--- src/rtl/frt_pkg.sv ---
package frt_pkg;
  typedef enum logic [2:0] {
    ADDR_CNT   = 3'd0,
    ADDR_CAP_A = 3'd1,
    ADDR_CAP_B = 3'd2,
    ADDR_CAP_C = 3'd3,
    ADDR_CAP_D = 3'd4,
    ADDR_CTRL  = 3'd5,
    ADDR_FLAG  = 3'd6
  } addr_e;

  typedef struct packed {
    logic       buf_bd;
    logic       buf_ac;
    logic [3:0] edge_sel;  // 1 rising, 0 falling; A,B,C,D
  } ctrl_t;

  localparam int CTRL_W = $bits(ctrl_t);
endpackage

--- src/rtl/frt_edge_det.sv ---
module frt_edge_det #(
  parameter int N = 4
) (
  input  logic         clk_i,
  input  logic         rst_ni,
  input  logic [N-1:0] pin_i,
  output logic [N-1:0] rise_o,
  output logic [N-1:0] fall_o
);
  for (genvar g = 0; g < N; g++) begin : g_pin
    logic s1, s2, prev;
    always_ff @(posedge clk_i or negedge rst_ni) begin
      if (!rst_ni) begin
        s1   <= 1'b0;
        s2   <= 1'b0;
        prev <= 1'b0;
      end else begin
        s1   <= pin_i[g];
        s2   <= s1;
        prev <= s2;
      end
    end
    assign rise_o[g] = s2 & ~prev;
    assign fall_o[g] = ~s2 & prev;
  end
endmodule

--- src/rtl/frt_counter.sv ---
module frt_counter #(
  parameter int W = 16
) (
  input  logic         clk_i,
  input  logic         rst_ni,
  input  logic         ld_i,
  input  logic [W-1:0] ld_val_i,
  output logic [W-1:0] cnt_o
);
  always_ff @(posedge clk_i or negedge rst_ni) begin
    if (!rst_ni)   cnt_o <= '0;
    else if (ld_i) cnt_o <= ld_val_i;
    else           cnt_o <= cnt_o + 1'b1;
  end
endmodule

--- src/rtl/frt_cap_pair.sv ---
module frt_cap_pair #(
  parameter int W = 16
) (
  input  logic         clk_i,
  input  logic         rst_ni,
  input  logic         buf_en_i,
  input  logic         edge_main_i,
  input  logic         edge_aux_i,
  input  logic [1:0]   rise_i,   // [0] main pin, [1] aux pin
  input  logic [1:0]   fall_i,
  input  logic         hold_i,
  input  logic [W-1:0] cnt_i,
  output logic [W-1:0] main_o,
  output logic [W-1:0] aux_o,
  output logic [1:0]   set_o
);
  logic ev_main, ev_aux, go_main, go_aux, pend_main, pend_aux;

  always_comb begin
    if (buf_en_i && (edge_main_i != edge_aux_i)) ev_main = rise_i[0] | fall_i[0];
    else                                         ev_main = edge_main_i ? rise_i[0] : fall_i[0];
    ev_aux  = !buf_en_i && (edge_aux_i ? rise_i[1] : fall_i[1]);
    go_main = (ev_main | pend_main) & ~hold_i;
    go_aux  = (ev_aux | pend_aux) & ~hold_i & ~buf_en_i;
  end

  always_ff @(posedge clk_i or negedge rst_ni) begin
    if (!rst_ni) begin
      pend_main <= 1'b0;
      pend_aux  <= 1'b0;
      main_o    <= '0;
      aux_o     <= '0;
    end else begin
      pend_main <= (ev_main | pend_main) & hold_i;
      pend_aux  <= (ev_aux | pend_aux) & hold_i & ~buf_en_i;
      if (go_main) begin
        main_o <= cnt_i;
        if (buf_en_i) aux_o <= main_o;
      end
      if (go_aux) aux_o <= cnt_i;
    end
  end

  assign set_o = {go_aux, go_main};
endmodule

--- src/rtl/frt_capture_top.sv ---
module frt_capture_top
  import frt_pkg::*;
#(
  parameter int CNT_W = 16
) (
  input  logic             clk_i,
  input  logic             rst_ni,
  input  logic [3:0]       cap_pin_i,
  input  logic             wr_en_i,
  input  logic             rd_en_i,
  input  logic [2:0]       addr_i,
  input  logic [CNT_W-1:0] wdata_i,
  output logic [CNT_W-1:0] rdata_o,
  output logic [3:0]       flag_o
);
  localparam int NPIN = 4;
  localparam int NPAIR = NPIN / 2;

  ctrl_t            ctrl_q;
  logic [NPIN-1:0]  flag_q, arm_q, set_v, clr_v, rise, fall;
  logic [CNT_W-1:0] cnt;
  logic [CNT_W-1:0] cap [NPIN];
  logic             hold, cnt_ld;
  logic [NPAIR-1:0] buf_en;

  assign hold   = rd_en_i && (addr_i >= ADDR_CAP_A) && (addr_i <= ADDR_CAP_D);
  assign cnt_ld = wr_en_i && (addr_i == ADDR_CNT);
  assign buf_en = {ctrl_q.buf_bd, ctrl_q.buf_ac};

  frt_counter #(.W(CNT_W)) u_cnt (
    .clk_i(clk_i), .rst_ni(rst_ni), .ld_i(cnt_ld), .ld_val_i(wdata_i), .cnt_o(cnt)
  );

  frt_edge_det #(.N(NPIN)) u_edge (
    .clk_i(clk_i), .rst_ni(rst_ni), .pin_i(cap_pin_i), .rise_o(rise), .fall_o(fall)
  );

  for (genvar p = 0; p < NPAIR; p++) begin : g_pair
    logic [1:0] set_p;
    frt_cap_pair #(.W(CNT_W)) u_pair (
      .clk_i(clk_i), .rst_ni(rst_ni), .buf_en_i(buf_en[p]),
      .edge_main_i(ctrl_q.edge_sel[p]), .edge_aux_i(ctrl_q.edge_sel[p+NPAIR]),
      .rise_i({rise[p+NPAIR], rise[p]}), .fall_i({fall[p+NPAIR], fall[p]}),
      .hold_i(hold), .cnt_i(cnt),
      .main_o(cap[p]), .aux_o(cap[p+NPAIR]), .set_o(set_p)
    );
    assign set_v[p]       = set_p[0];
    assign set_v[p+NPAIR] = set_p[1];
  end

  assign clr_v = (wr_en_i && addr_i == ADDR_FLAG) ? (arm_q & ~wdata_i[NPIN-1:0]) : '0;

  always_ff @(posedge clk_i or negedge rst_ni) begin
    if (!rst_ni) begin
      ctrl_q <= '0;
      flag_q <= '0;
      arm_q  <= '0;
    end else begin
      if (wr_en_i && addr_i == ADDR_CTRL) ctrl_q <= wdata_i[CTRL_W-1:0];
      flag_q <= (flag_q & ~clr_v) | set_v;
      arm_q  <= (arm_q | ((rd_en_i && addr_i == ADDR_FLAG) ? flag_q : '0)) & ~clr_v;
    end
  end

  always_comb begin
    unique case (addr_i)
      ADDR_CNT:   rdata_o = cnt;
      ADDR_CAP_A: rdata_o = cap[0];
      ADDR_CAP_B: rdata_o = cap[1];
      ADDR_CAP_C: rdata_o = cap[2];
      ADDR_CAP_D: rdata_o = cap[3];
      ADDR_CTRL:  rdata_o = CNT_W'(ctrl_q);
      ADDR_FLAG:  rdata_o = CNT_W'(flag_q);
      default:    rdata_o = '0;
    endcase
  end

  assign flag_o = flag_q;
endmodule

--- config.mk ---
export PLATFORM = sky130hd
export DESIGN_NAME = frt_capture_top
export DESIGN_NICKNAME = d
export VERILOG_FILES = /design/src/rtl/frt_pkg.sv /design/src/rtl/frt_edge_det.sv /design/src/rtl/frt_counter.sv /design/src/rtl/frt_cap_pair.sv /design/src/rtl/frt_capture_top.sv
export SDC_FILE = /design/constraint.sdc
export NUM_CORES = 1
export LEC_CHECK = 0
export ABC_AREA = 1
export BUFFER_PORTS_ARGS = -buffer_cell sky130_fd_sc_hd__buf_4
export CAP_MARGIN = 20
export CORE_UTILIZATION = 53
export DETAILED_ROUTE_END_ITERATION = 7
export PLACE_DENSITY = 0.8
export SYNTH_ARGS = -nofsm -noshare
export SYNTH_HDL_FRONTEND = slang
export SYNTH_SLANG_ARGS = --single-unit
--- constraint.sdc ---
create_clock -name clk_i -period 4.2 [get_ports clk_i]
set_input_delay 0.42 -clock clk_i [delete_from_list [all_inputs] [get_ports clk_i]]
set_output_delay 0.42 -clock clk_i [all_outputs]
set_load 0.01 [all_outputs]
==> results of run 1 <==
worst paths after layout:
kind	start	to	slack, ns
setup / recovery	addr_i[0]	g_pair[0].u_pair.aux_o[0]$_DFFE_PN0P_	2.02
hold / removal	cap_pin_i[3]	u_edge.g_pin[3].s1$_DFF_PN0_	0.13
setup reg to reg	u_edge.g_pin[1].s2$_DFF_PN0_	g_pair[1].u_pair.aux_o[0]$_DFFE_PN0P_	2.18
hold reg to reg	u_edge.g_pin[1].s1$_DFF_PN0_	u_edge.g_pin[1].s2$_DFF_PN0_	0.36
max in group asynchronous	rst_ni	g_pair[0].u_pair.aux_o[12]$_DFFE_PN0P_	2.67
min in group asynchronous	rst_ni	u_edge.g_pin[1].s1$_DFF_PN0_	0.47
worst max-delay path: stages:
cell                      delay, ns
sky130_fd_sc_hd__buf_4         0.13
sky130_fd_sc_hd__nor2_2        0.13
sky130_fd_sc_hd__nand2_2       0.23
sky130_fd_sc_hd__nand3_4       0.50
sky130_fd_sc_hd__nand3_4       0.46
sky130_fd_sc_hd__nand2_2       0.42
sky130_fd_sc_hd__nand2_1       0.10
sky130_fd_sc_hd__nand2_1       0.08
cells in the final DEF (no fill, tap or decap), drive strengths merged, types with 2 or more instances in the layout:
master   instances
a21oi           19
a31oi            2
buf             48
clkbuf          10
dfrtp          110
ha               5
inv             67
nand2          305
nand3          103
nand4            6
nor2            28
nor3             4
o2111ai          2
o211ai           5
o21ai           56
o22ai            4
xor2             4
cells by family (layout without fill, tap and decap cells):
group	count (synthesis)	count (layout)	share of synthesized area, %
compound gates	90	90	8.446
xor+xnor	4	4	0.6110
fa+ha+maj	5	5	1.091
buf+inv	96	128	8.315
flops	110	110	48.01
simple gates	448	448	33.52
area by class of cell:
class	count	area, sq um	share of cell area (%)
Sequential cell	110	2753	44.18
Tap cell	136	170.2	2.731
Timing Repair Buffer	49	390.4	6.265
Multi-Input combinational cell	547	2504	40.18
Clock buffer	10	127.6	2.048
Clock inverter	6	50.05	0.8032
Inverter	63	236.5	3.795
repair_timing:
action	4_1_cts	5_1_grt
hold buffers	0	1
endpoints found under the setup margin	0	0
endpoints found under the hold margin	0	24
power groups by stage:
stage	Clock (mW)	Combinational [mW]	Sequential, mW
2_1_floorplan	0	0.840	1.67
3_3_place_gp	0	1.06	1.77
3_5_place_dp	0	1.10	1.79
4_1_cts	0.619	1.10	1.78
5_1_grt	0.664	1.28	1.84
6_report	0.608	1.11	1.79
metal layers:
| metal | routed length, um | share of wire (%) | GRT usage, % |
|---|---|---|---|
| met1 | 6695 | 46 | 41.73 |
| met2 | 6337 | 44 | 40.38 |
| met3 | 1293 | 8.9 | 8.216 |
| met4 | 198 | 1.4 | 6.746 |
| met5 | 0 | 0 | 0 |
sequential cells by signal (all words and copies together) (netlist names), 4 cells and up:
name                  count
arm_q                     4
u_edge.g_pin.s2           4
ctrl_q                    4
g_pair.u_pair.aux_o      32
u_cnt.cnt_o              16
u_edge.g_pin.s1           4
g_pair.u_pair.main_o     32
u_edge.g_pin.prev         4
flag_o                    4
==> qor.yml, run 1 <==
floorplan.die_area_sq_um: 11240
report.final.hold_viol_count: 0
floorplan.initialDensity_pct: 55.04
wl_per_cell_um: 15.77
postCtsSetupRepairBufs: 0
post-synth-top-count-cell: "sky130_fd_sc_hd__nand2_1"
drt_pass1_iterations: 6
worst-setup-path-type: "input pin to flop"
vias: 5127
synth_seq_cells: 110
netlist_top_cells_area: "sky130_fd_sc_hd__dfrtp_1 (48%), sky130_fd_sc_hd__nand2_1 (20%), sky130_fd_sc_hd__nand3_1 (8.4%), sky130_fd_sc_hd__inv_1 (4.0%), sky130_fd_sc_hd__o21ai_0 (3.3%)"
p_total_mw: 3.507
dp_worst_setup_slack_ns: 1.665
fin_hold_ws_ns: 0.1259
num-nets-final: 812
final_area_sq_um: 6231
switching_share_pct: 40.68
rows: 37
maxClockFrequency_mhz: 459.7
port_buffers: 46
layout_worst_path_cycle_share_pct: 51.80
area_growth_pct: 8.686
power_frac_clock_pct: 17.3
worst_slew_pin_slew_ns: 0.6692
overflow: 0
antenna-diode-count: 0
leakage_nw: 3.321
detailedPlacementHpwl_um: 10360
gr-usage-all-layers_pct: 28.10
async_reset_ff_share_pct: 100.0
post_cts_resized: 0
setup_slack_ns: 2.024
grt_antenna_before_repair: 0
max-clock-path-buffers: 2
drive_gt1_share_pct: 10.19
finalSetupViolations: 0
power-per-cell-area_nw_per_um2: 562.9
slew-limit-headroom_pct: 55.28
clk_latency_ns: 0.40
floorplan.die.height_um: 106.0
top_level_ports: 47
first_global_vias: 4760
worst_hold_path_type: "input pin to flop"
drv_slew: 0
routed_via_density: 5.567
largest_net_degree_at_the_start_of_global_routing: 84
synth_warnings: 0
gp_routability_congestion: 0.8663
synth_ff_type: "sky130_fd_sc_hd__dfrtp_1"
syn_inst: 753
worst_setup_path_end_kind: "flop"
setup_crit_start_kind: "input pin"
synth_edf_count: 0
synth_area_leader_cell: "sky130_fd_sc_hd__dfrtp_1"
power.internal_mw: 2.081
dpl_cell_area_sq_um: 6016
power.net_switching_mw: 1.427
drc: 0
finalWorstPathRequiredPeriod_ns: 2.176
synth_sequential_area_ratio_pct: 48.01
post-route-util_pct: 59.82
critical_path_required_ns: 4.53
totalNegativeSetupSlack_ns: 0
placedCellCount: 903
synth.lib_cells_used.distinct: 30
num-fill-cells: 956
postSynthNetCount: 785
worst-endpoint-arrival_ns: 2.50
detail_route.wirelength_um: 14530
fp.coreArea_sq_um: 10420
number_of_cells_on_the_worst_reg_to_reg_path: 8
worst-path-max-fanout: 41
cts_inserted_buffers: 9
ctsRootBufferMaster: "sky130_fd_sc_hd__clkbuf_8"
tritoncts: "built"
fin_worst_skew_ns: 0.01664
clock-sinks: 110
yosys.area.top_type_share_pct: 48.01
max_cap_violations: 0
die-width_um: 106.0
grt_pass1_wl_um: 24380
route.antenna.remaining_nets: 0
status: "completed"
synth_commonest_cells: "sky130_fd_sc_hd__nand2_1 (300), sky130_fd_sc_hd__dfrtp_1 (110), sky130_fd_sc_hd__nand3_1 (96), sky130_fd_sc_hd__inv_1 (61), sky130_fd_sc_hd__o21ai_0 (38)"
min_delay_path_depth: 1
ir_worst_vdd_uv: 316.0
finalNonFillerCells: 921
clk_pin_slew_ns: 0.10
post_synthesis_average_cell_area_sq_um: 7.614
drt-initial-drc-count: 509
combPwrFrac_pct: 31.6
rsz0062_at_grt: "false"
synthesis.area_sq_um: 5733
cts_max_level: 3
seq_power_share_pct: 51.0
Note: power is estimated with default switching activity, not from simulation.
==> run 2: changes to the inputs <==
--- a/config.mk
+++ b/config.mk
@@ -10,7 +10,7 @@
 export CAP_MARGIN = 20
 export CORE_UTILIZATION = 53
 export DETAILED_ROUTE_END_ITERATION = 7
-export PLACE_DENSITY = 0.8
+export PLACE_DENSITY = 0.83
 export SYNTH_ARGS = -nofsm -noshare
 export SYNTH_HDL_FRONTEND = slang
 export SYNTH_SLANG_ARGS = --single-unit
==> constraint.sdc (replaced) <==
create_clock -name clk_i -period 1.9 [get_ports clk_i]
set_input_delay 0.19 -clock clk_i [delete_from_list [all_inputs] [get_ports clk_i]]
set_output_delay 0.19 -clock clk_i [all_outputs]
set_load 0.01 [all_outputs]
==> qor.yml, run 2 (synthesized netlist as in run 1, its figures left out) <==
drt_pass1_iterations: 7  # was 6
seq_power_share_pct: 48.7  # was 51.0%
setup_slack_of_the_most_critical_reg_to_reg_path_ns: 0.13  # was 2.18 ns
worst_slew_pin_slew_ns: 0.4286  # was 0.6692 ns
gp_routability_congestion: 0.8894  # was 0.8663
tritoncts: "built"  # unchanged
layout_commonest_cell: "sky130_fd_sc_hd__nand2_1"  # unchanged
overflow: 0  # unchanged
timing.rr.start: "u_edge.g_pin[1].prev$_DFF_PN0_"  # was u_edge.g_pin[1].s2$_DFF_PN0_
reg.largest.list: "g_pair.u_pair.aux_o: 32 flops, g_pair.u_pair.main_o: 32 flops, u_cnt.cnt_o: 16 flops"  # unchanged
slew-limit-headroom_pct: 71.32  # was 55.28%
dpl_cell_area_sq_um: 6188  # was 6016 sq um
maxClockFrequency_mhz: 537.6
clk_pin_slew_ns: 0.11  # was 0.10 ns
crit_slowest_cell: "sky130_fd_sc_hd__dfrtp_1"  # was sky130_fd_sc_hd__nand3_4
power_frac_clock_pct: 19.1  # was 17.3%
worst_r2r_endpoint: "g_pair[1].u_pair.aux_o[9]$_DFFE_PN0P_"  # was g_pair[1].u_pair.aux_o[0]$_DFFE_PN0P_
cp-endpoint: "rdata_o[3]"  # was g_pair[0].u_pair.aux_o[0]$_DFFE_PN0P_
worst_hold_path_type: "input pin to flop"  # unchanged
ir_worst_vdd_uv: 653.1  # was 316.0 uV
cts_inserted_buffers: 9  # unchanged
worst-path-stages: 5  # was 8
detailedPlacementHpwl_um: 10510  # was 10360 um
die-width_um: 106.0  # unchanged
rsz0062_at_grt: "false"  # unchanged
vias: 5305  # was 5127
finalSetupViolations: 0  # unchanged
top_level_ports: 47  # unchanged
leakage_nw: 3.477  # was 3.321 nW
finalNonFillerCells: 950  # was 921
crit_family: "flip-flops"  # was simple AND/OR/NAND/NOR gates
fin_hold_ws_ns: 0.06117  # was 0.1259 ns
drt-initial-drc-count: 550  # was 509
post-route-util_pct: 62.69  # was 59.82%
multiInputGateArea_sq_um: 2504  # unchanged
clk_latency_ns: 0.40  # about the same
worst-endpoint-arrival_ns: 1.67  # was 2.50 ns
number_of_cells_on_the_worst_reg_to_reg_path: 9  # was 8
cts_max_level: 3  # unchanged
crit_chain: "inv_1 > o21ai_0 > nor2_1 > o2111ai_1 > buf_4"  # was buf_4 > nor2_2 > nand2_2 > nand3_4 > nand3_4 > nand2_2 > nand2_1 > nand2_1
totalNegativeSetupSlack_ns: 0  # unchanged
first_global_vias: 5125  # was 4760
area_growth_pct: 13.90  # was 8.686%
setup_crit_start_kind: "flop"  # was input pin
routed_via_density: 5.584  # was 5.567
drc: 0  # unchanged
report.final.hold_viol_count: 0  # unchanged
power-per-cell-area_nw_per_um2: 1228  # was 562.9 nW/um^2
register_area_sq_um: 2753  # unchanged
detail_route.wirelength_um: 15160  # was 14530 um
dp_worst_setup_slack_ns: 0.1890  # was 1.665 ns
worst-path-max-fanout: 5  # was 41
port_buffers: 46  # unchanged
drive_gt1_share_pct: 12.04  # was 10.19%
final_area_sq_um: 6530  # was 6231 sq um
fin_worst_skew_ns: 0.01568  # was 0.01664 ns
combPwrFrac_pct: 32.2  # was 31.6%
wl_per_cell_um: 15.96  # was 15.77 um
critical_path_required_ns: 1.71  # was 4.53 ns
cp_num_buf_inv: 2  # was 1
layout_worst_path_cycle_share_pct: 97.91
floorplan.initialDensity_pct: 55.04  # unchanged
floorplan.die.height_um: 106.0  # unchanged
worst_setup_path_end_kind: "output pin"  # was flop
power.net_switching_mw: 3.184  # was 1.427 mW
num-nets-final: 841  # was 812
delay_of_the_slowest_cell_on_the_worst_path_ns: 0.53  # was 0.50 ns
placedCellCount: 921  # was 903
setup_slack_ns: 0.03979  # was 2.024 ns
route.antenna.remaining_nets: 0  # unchanged
worst-setup-path-type: "flop to output pin"  # was input pin to flop
ctsRootBufferMaster: "sky130_fd_sc_hd__clkbuf_8"  # unchanged
crit_start: "u_cnt.cnt_o[3]$_DFF_PN0_"  # was addr_i[0]
finalWorstPathRequiredPeriod_ns: 1.860
grt_pass1_wl_um: 25290  # was 24380 um
max_cap_violations: 0  # unchanged
switching_share_pct: 39.72  # was 40.68%
final_cell_mix: "sky130_fd_sc_hd__nand2_1 (300), sky130_fd_sc_hd__dfrtp_1 (110), sky130_fd_sc_hd__nand3_1 (96)"  # unchanged
num-fill-cells: 889  # was 956
p_total_mw: 8.016  # was 3.507 mW
gr-usage-all-layers_pct: 29.37  # was 28.10%
status: "completed"  # unchanged
grt_antenna_before_repair: 1  # was 0
clock-sinks: 110  # unchanged
largest_net_degree_at_the_start_of_global_routing: 73  # was 84
antenna-diode-count: 0  # unchanged
max-clock-path-buffers: 2  # unchanged
fp.coreArea_sq_um: 10420  # unchanged
rows: 37  # unchanged
floorplan.die_area_sq_um: 11240  # unchanged
power.internal_mw: 4.832  # was 2.081 mW
drv_slew: 0  # unchanged
-- run 2: cell types whose count changed in the layout (fill, tap and decap cells not counted) --
cell | previous run | this run
sky130_fd_sc_hd__buf_4 | 47 | 62
sky130_fd_sc_hd__dlygate4sd3_1 | 1 | 13
sky130_fd_sc_hd__buf_12 | 0 | 3
sky130_fd_sc_hd__clkinv_4 | 0 | 2
sky130_fd_sc_hd__buf_16 | 1 | 0
sky130_fd_sc_hd__bufinv_16 | 0 | 1
sky130_fd_sc_hd__clkbuf_1 | 1 | 0
sky130_fd_sc_hd__clkinv_2 | 1 | 0
sky130_fd_sc_hd__clkinvlp_4 | 1 | 0
sky130_fd_sc_hd__inv_6 | 3 | 2
sky130_fd_sc_hd__inv_8 | 1 | 2
-- run 2: cell type report --
type	count	share of cell area (%)
Clock inverter	7	1.341
Tap cell	136	2.606
Sequential cell	110	42.15
Inverter	63	3.621
Clock buffer	9	1.897
Multi-Input combinational cell	547	38.34
Timing Repair Buffer	78	10.04
-- run 2: repair_timing --
item	in CTS	in global routing
endpoints found under the setup margin	0	0
setup buffers	0	0
hold buffers	13	0
endpoints found under the hold margin	35	0
resized for setup	0	0
-- run 2: worst min-delay path by stage --
stage | start | end | slack [ns] | cells after the start
5_1_grt | wdata_i[7] | u_cnt.cnt_o[7]$_DFF_PN0_ | 0.05 | 3
3_3_place_gp | rst_ni | u_edge.g_pin[1].s1$_DFF_PN0_ | 0.12 | 1
6_report | wdata_i[4] | u_cnt.cnt_o[4]$_DFF_PN0_ | 0.06 | 3
3_5_place_dp | rst_ni | u_edge.g_pin[3].s1$_DFF_PN0_ | 0.13 | 1
4_1_cts | wdata_i[4] | u_cnt.cnt_o[4]$_DFF_PN0_ | 0.04 | 3
2_1_floorplan | rst_ni | arm_q[0]$_DFF_PN0_ | -0.11 | 0
-- run 2: power by group through the flow --
| stage | clock network, mW | logic [mW] | registers (mW) |
|---|---|---|---|
| after global placement | 0 | 2.44 | 3.87 |
| after CTS | 1.56 | 2.57 | 3.88 |
| after floorplan | 0 | 1.86 | 3.68 |
| after global routing | 1.65 | 2.94 | 4.00 |
| final | 1.53 | 2.58 | 3.90 |
| after detailed placement | 0 | 2.53 | 3.92 |
-- run 2: worst min-delay path: stages --
cell	delay [ns]
sky130_fd_sc_hd__buf_4	0.11
sky130_fd_sc_hd__inv_1	0.05
sky130_fd_sc_hd__o21ai_0	0.08
-- run 2: routing by layer --
metal,up-vias,global-route usage (%),part of all wire [%]
met5,-,0,0.053
met4,2,14.29,3.4
met3,49,7.296,9.6
met2,264,42.95,44
met1,2457,40.84,42
li1,2533,-,-
==> run 3: changes to the inputs <==
--- a/config.mk
+++ b/config.mk
@@ -10,7 +10,7 @@
 export CAP_MARGIN = 20
 export CORE_UTILIZATION = 53
 export DETAILED_ROUTE_END_ITERATION = 7
-export PLACE_DENSITY = 0.83
+export PLACE_DENSITY = 0.8
 export SYNTH_ARGS = -nofsm -noshare
 export SYNTH_HDL_FRONTEND = slang
 export SYNTH_SLANG_ARGS = --single-unit
==> constraint.sdc (replaced) <==
create_clock -name clk_i -period 2.26 [get_ports clk_i]
set_input_delay 0.226 -clock clk_i [delete_from_list [all_inputs] [get_ports clk_i]]
set_output_delay 0.226 -clock clk_i [all_outputs]
set_load 0.01 [all_outputs]
==> qor.yml, run 3 (synthesized netlist as in run 1, its figures left out) <==
detail_route.wirelength_um: 15420  # was 15160 um
gp_routability_congestion: 0.9442  # was 0.8894
clock-sinks: 110  # unchanged
gr-usage-all-layers_pct: 29.93  # was 29.37%
number_of_cells_on_the_worst_reg_to_reg_path: 9  # unchanged
worst-path-stages: 4  # was 5
wl_per_cell_um: 16.49  # was 15.96 um
ctsRootBufferMaster: "sky130_fd_sc_hd__clkbuf_8"  # unchanged
endpoint_of_the_worst_hold_timing_path: "u_cnt.cnt_o[15]$_DFF_PN0_"  # was u_cnt.cnt_o[4]$_DFF_PN0_
ir_worst_vdd_uv: 514.2  # was 653.1 uV
power-per-cell-area_nw_per_um2: 1044  # was 1228 nW/um^2
setup_crit_start_kind: "flop"  # unchanged
fin_worst_skew_ns: 0.01892  # was 0.01568 ns
worst-endpoint-arrival_ns: 1.67  # about the same
worst_slew_pin_slew_ns: 0.7128  # was 0.4286 ns
grt_antenna_before_repair: 0  # was 1
drt-initial-drc-count: 501  # was 550
crit_chain: "inv_1 > o21ai_0 > a211o_1 > buf_4"  # was inv_1 > o21ai_0 > nor2_1 > o2111ai_1 > buf_4
final_cell_mix: "sky130_fd_sc_hd__nand2_1 (300), sky130_fd_sc_hd__dfrtp_1 (110), sky130_fd_sc_hd__nand3_1 (96)"  # unchanged
floorplan.initialDensity_pct: 55.04  # unchanged
reg.largest.list: "g_pair.u_pair.aux_o: 32 flops, g_pair.u_pair.main_o: 32 flops, u_cnt.cnt_o: 16 flops"  # unchanged
status: "completed"  # unchanged
worst_hold_path_type: "input pin to flop"  # unchanged
antenna-diode-count: 0  # unchanged
worst-path-max-fanout: 5  # unchanged
max-clock-path-buffers: 2  # unchanged
critical_path_required_ns: 2.03  # was 1.71 ns
first_global_vias: 5170  # was 5125
top_level_ports: 47  # unchanged
slew-limit-headroom_pct: 52.43  # was 71.32%
overflow: 0  # unchanged
die-width_um: 106.0  # unchanged
area_growth_pct: 11.04  # was 13.90%
cts_max_level: 3  # unchanged
rows: 37  # unchanged
crit_slowest_cell: "sky130_fd_sc_hd__dfrtp_1"  # unchanged
setup_slack_of_the_most_critical_reg_to_reg_path_ns: 0.39  # was 0.13 ns
timing.rr.start: "u_cnt.cnt_o[0]$_DFF_PN0_"  # was u_edge.g_pin[1].prev$_DFF_PN0_
detailedPlacementHpwl_um: 10960  # was 10510 um
cts_inserted_buffers: 9  # unchanged
layout_commonest_cell: "sky130_fd_sc_hd__nand2_1"  # unchanged
totalNegativeSetupSlack_ns: 0  # unchanged
rsz0062_at_grt: "false"  # unchanged
maxClockFrequency_mhz: 526.3
fp.coreArea_sq_um: 10420  # unchanged
finalWorstPathRequiredPeriod_ns: 1.900
max_cap_violations: 0  # unchanged
num-nets-final: 826  # was 841
finalSetupViolations: 0  # unchanged
drive_gt1_share_pct: 11.14  # was 12.04%
leakage_nw: 3.393  # was 3.477 nW
tritoncts: "built"  # unchanged
vias: 5315  # was 5305
delay_of_the_slowest_cell_on_the_worst_path_ns: 0.49  # was 0.53 ns
drv_slew: 0  # unchanged
fin_hold_ws_ns: 0.01060  # was 0.06117 ns
crit_family: "flip-flops"  # unchanged
cp_num_buf_inv: 2  # unchanged
grt_pass1_wl_um: 25680  # was 25290 um
largest_net_degree_at_the_start_of_global_routing: 43  # was 73
report.final.hold_viol_count: 0  # unchanged
drt_pass1_iterations: 6  # was 7
route.antenna.remaining_nets: 0  # unchanged
clk_latency_ns: 0.41  # was 0.40 ns
drc: 0  # unchanged
worst-setup-path-type: "flop to output pin"  # unchanged
routed_via_density: 5.684  # was 5.584
clk_pin_slew_ns: 0.11  # about the same
worst_r2r_endpoint: "u_cnt.cnt_o[10]$_DFF_PN0_"  # was g_pair[1].u_pair.aux_o[9]$_DFFE_PN0P_
layout_worst_path_cycle_share_pct: 84.07
holdCritStartpoint: "wdata_i[15]"  # was wdata_i[4]
floorplan.die_area_sq_um: 11240  # unchanged
port_buffers: 46  # unchanged
floorplan.die.height_um: 106.0  # unchanged
worst_setup_path_end_kind: "output pin"  # unchanged
min_delay_path_depth: 3  # unchanged
## run 3: changes by cell type in the layout (fill, tap and decap cells not counted)
cell                            before  now
sky130_fd_sc_hd__dlygate4sd3_1      13    6
sky130_fd_sc_hd__buf_4              62   55
sky130_fd_sc_hd__clkbuf_1            0    1
sky130_fd_sc_hd__clkbuf_8            9   10
sky130_fd_sc_hd__clkinv_4            2    1
sky130_fd_sc_hd__buf_12              3    2
sky130_fd_sc_hd__bufinv_16           1    0
## run 3: layer usage
layer | vias up | routed length, um | share of wire, % | track usage (%)
met5 | - | 0 | 0 | 0
met4 | 0 | 371 | 2.4 | 10.52
met3 | 41 | 1368 | 8.9 | 8.645
met2 | 248 | 7028 | 46 | 45.70
met1 | 2535 | 6648 | 43 | 40.80
li1 | 2491 | - | - | -
## run 3: what timing repair did
item | CTS | global route
endpoints found under the hold margin | 44 | 1
hold buffers | 5 | 1
resized for setup | 0 | 0
setup buffers | 0 | 0
## run 3: worst max-delay path by stage
stage / startpoint / end / slack (ns)
3_5_place_dp: addr_i[0] / g_pair[0].u_pair.aux_o[5]$_DFFE_PN0P_ / 0.44
5_1_grt: u_cnt.cnt_o[0]$_DFF_PN0_ / u_cnt.cnt_o[10]$_DFF_PN0_ / 0.27
3_3_place_gp: addr_i[2] / rdata_o[6] / 0.49
2_1_floorplan: u_edge.g_pin[1].prev$_DFF_PN0_ / g_pair[1].u_pair.aux_o[10]$_DFFE_PN0P_ / 0.79
6_report: buf_en[0]$_DFFE_PN0P_ / rdata_o[4] / 0.36
4_1_cts: buf_en[0]$_DFFE_PN0P_ / rdata_o[4] / 0.37
## run 3: layout make-up
type                            count  area, sq um
Multi-Input combinational cell    547         2504
Clock buffer                       11        141.4
Sequential cell                   110         2753
Fill cell                         939         4050
Tap cell                          136        170.2
Inverter                           63        236.5
Timing Repair Buffer               63        513.0
Clock inverter                      5        48.80
## run 3: worst register-to-register path, stage by stage, from the launching register on
cell	delay, ns
sky130_fd_sc_hd__dfrtp_1	0.50
sky130_fd_sc_hd__ha_1	0.24
sky130_fd_sc_hd__nand2_1	0.10
sky130_fd_sc_hd__nor2_2	0.25
sky130_fd_sc_hd__nand3_1	0.18
sky130_fd_sc_hd__nor2_1	0.24
sky130_fd_sc_hd__nand3_1	0.10
sky130_fd_sc_hd__nand2_1	0.07
sky130_fd_sc_hd__nand3_1	0.06
sky130_fd_sc_hd__nand2_1	0.07
## run 3: through the flow
step | power, mW | util, % | setup slack, ns | instances | cell area, sq um
finish | 6.644 | 61.12 | 0.3600 | 935 | 6366
global route | 7.106 | 61.12 | 0.2663 | 935 | 6366
CTS | 6.597 | 61.02 | 0.3707 | 934 | 6356
detailed placement | 5.410 | 58.71 | 0.4425 | 913 | 6116
global placement | 5.280 | 58.71 | 0.4883 | 913 | 6116
floorplan | 4.655 | - | 0.7876 | 753 | 5733
## run 3: power by group
part           switching [mW]  leakage [nW]  internal, mW  total [mW]
Clock                   0.751        0.0984         0.458        1.21
Sequential              0.681          1.35          2.66        3.34
Combinational            1.28          1.94         0.810        2.09
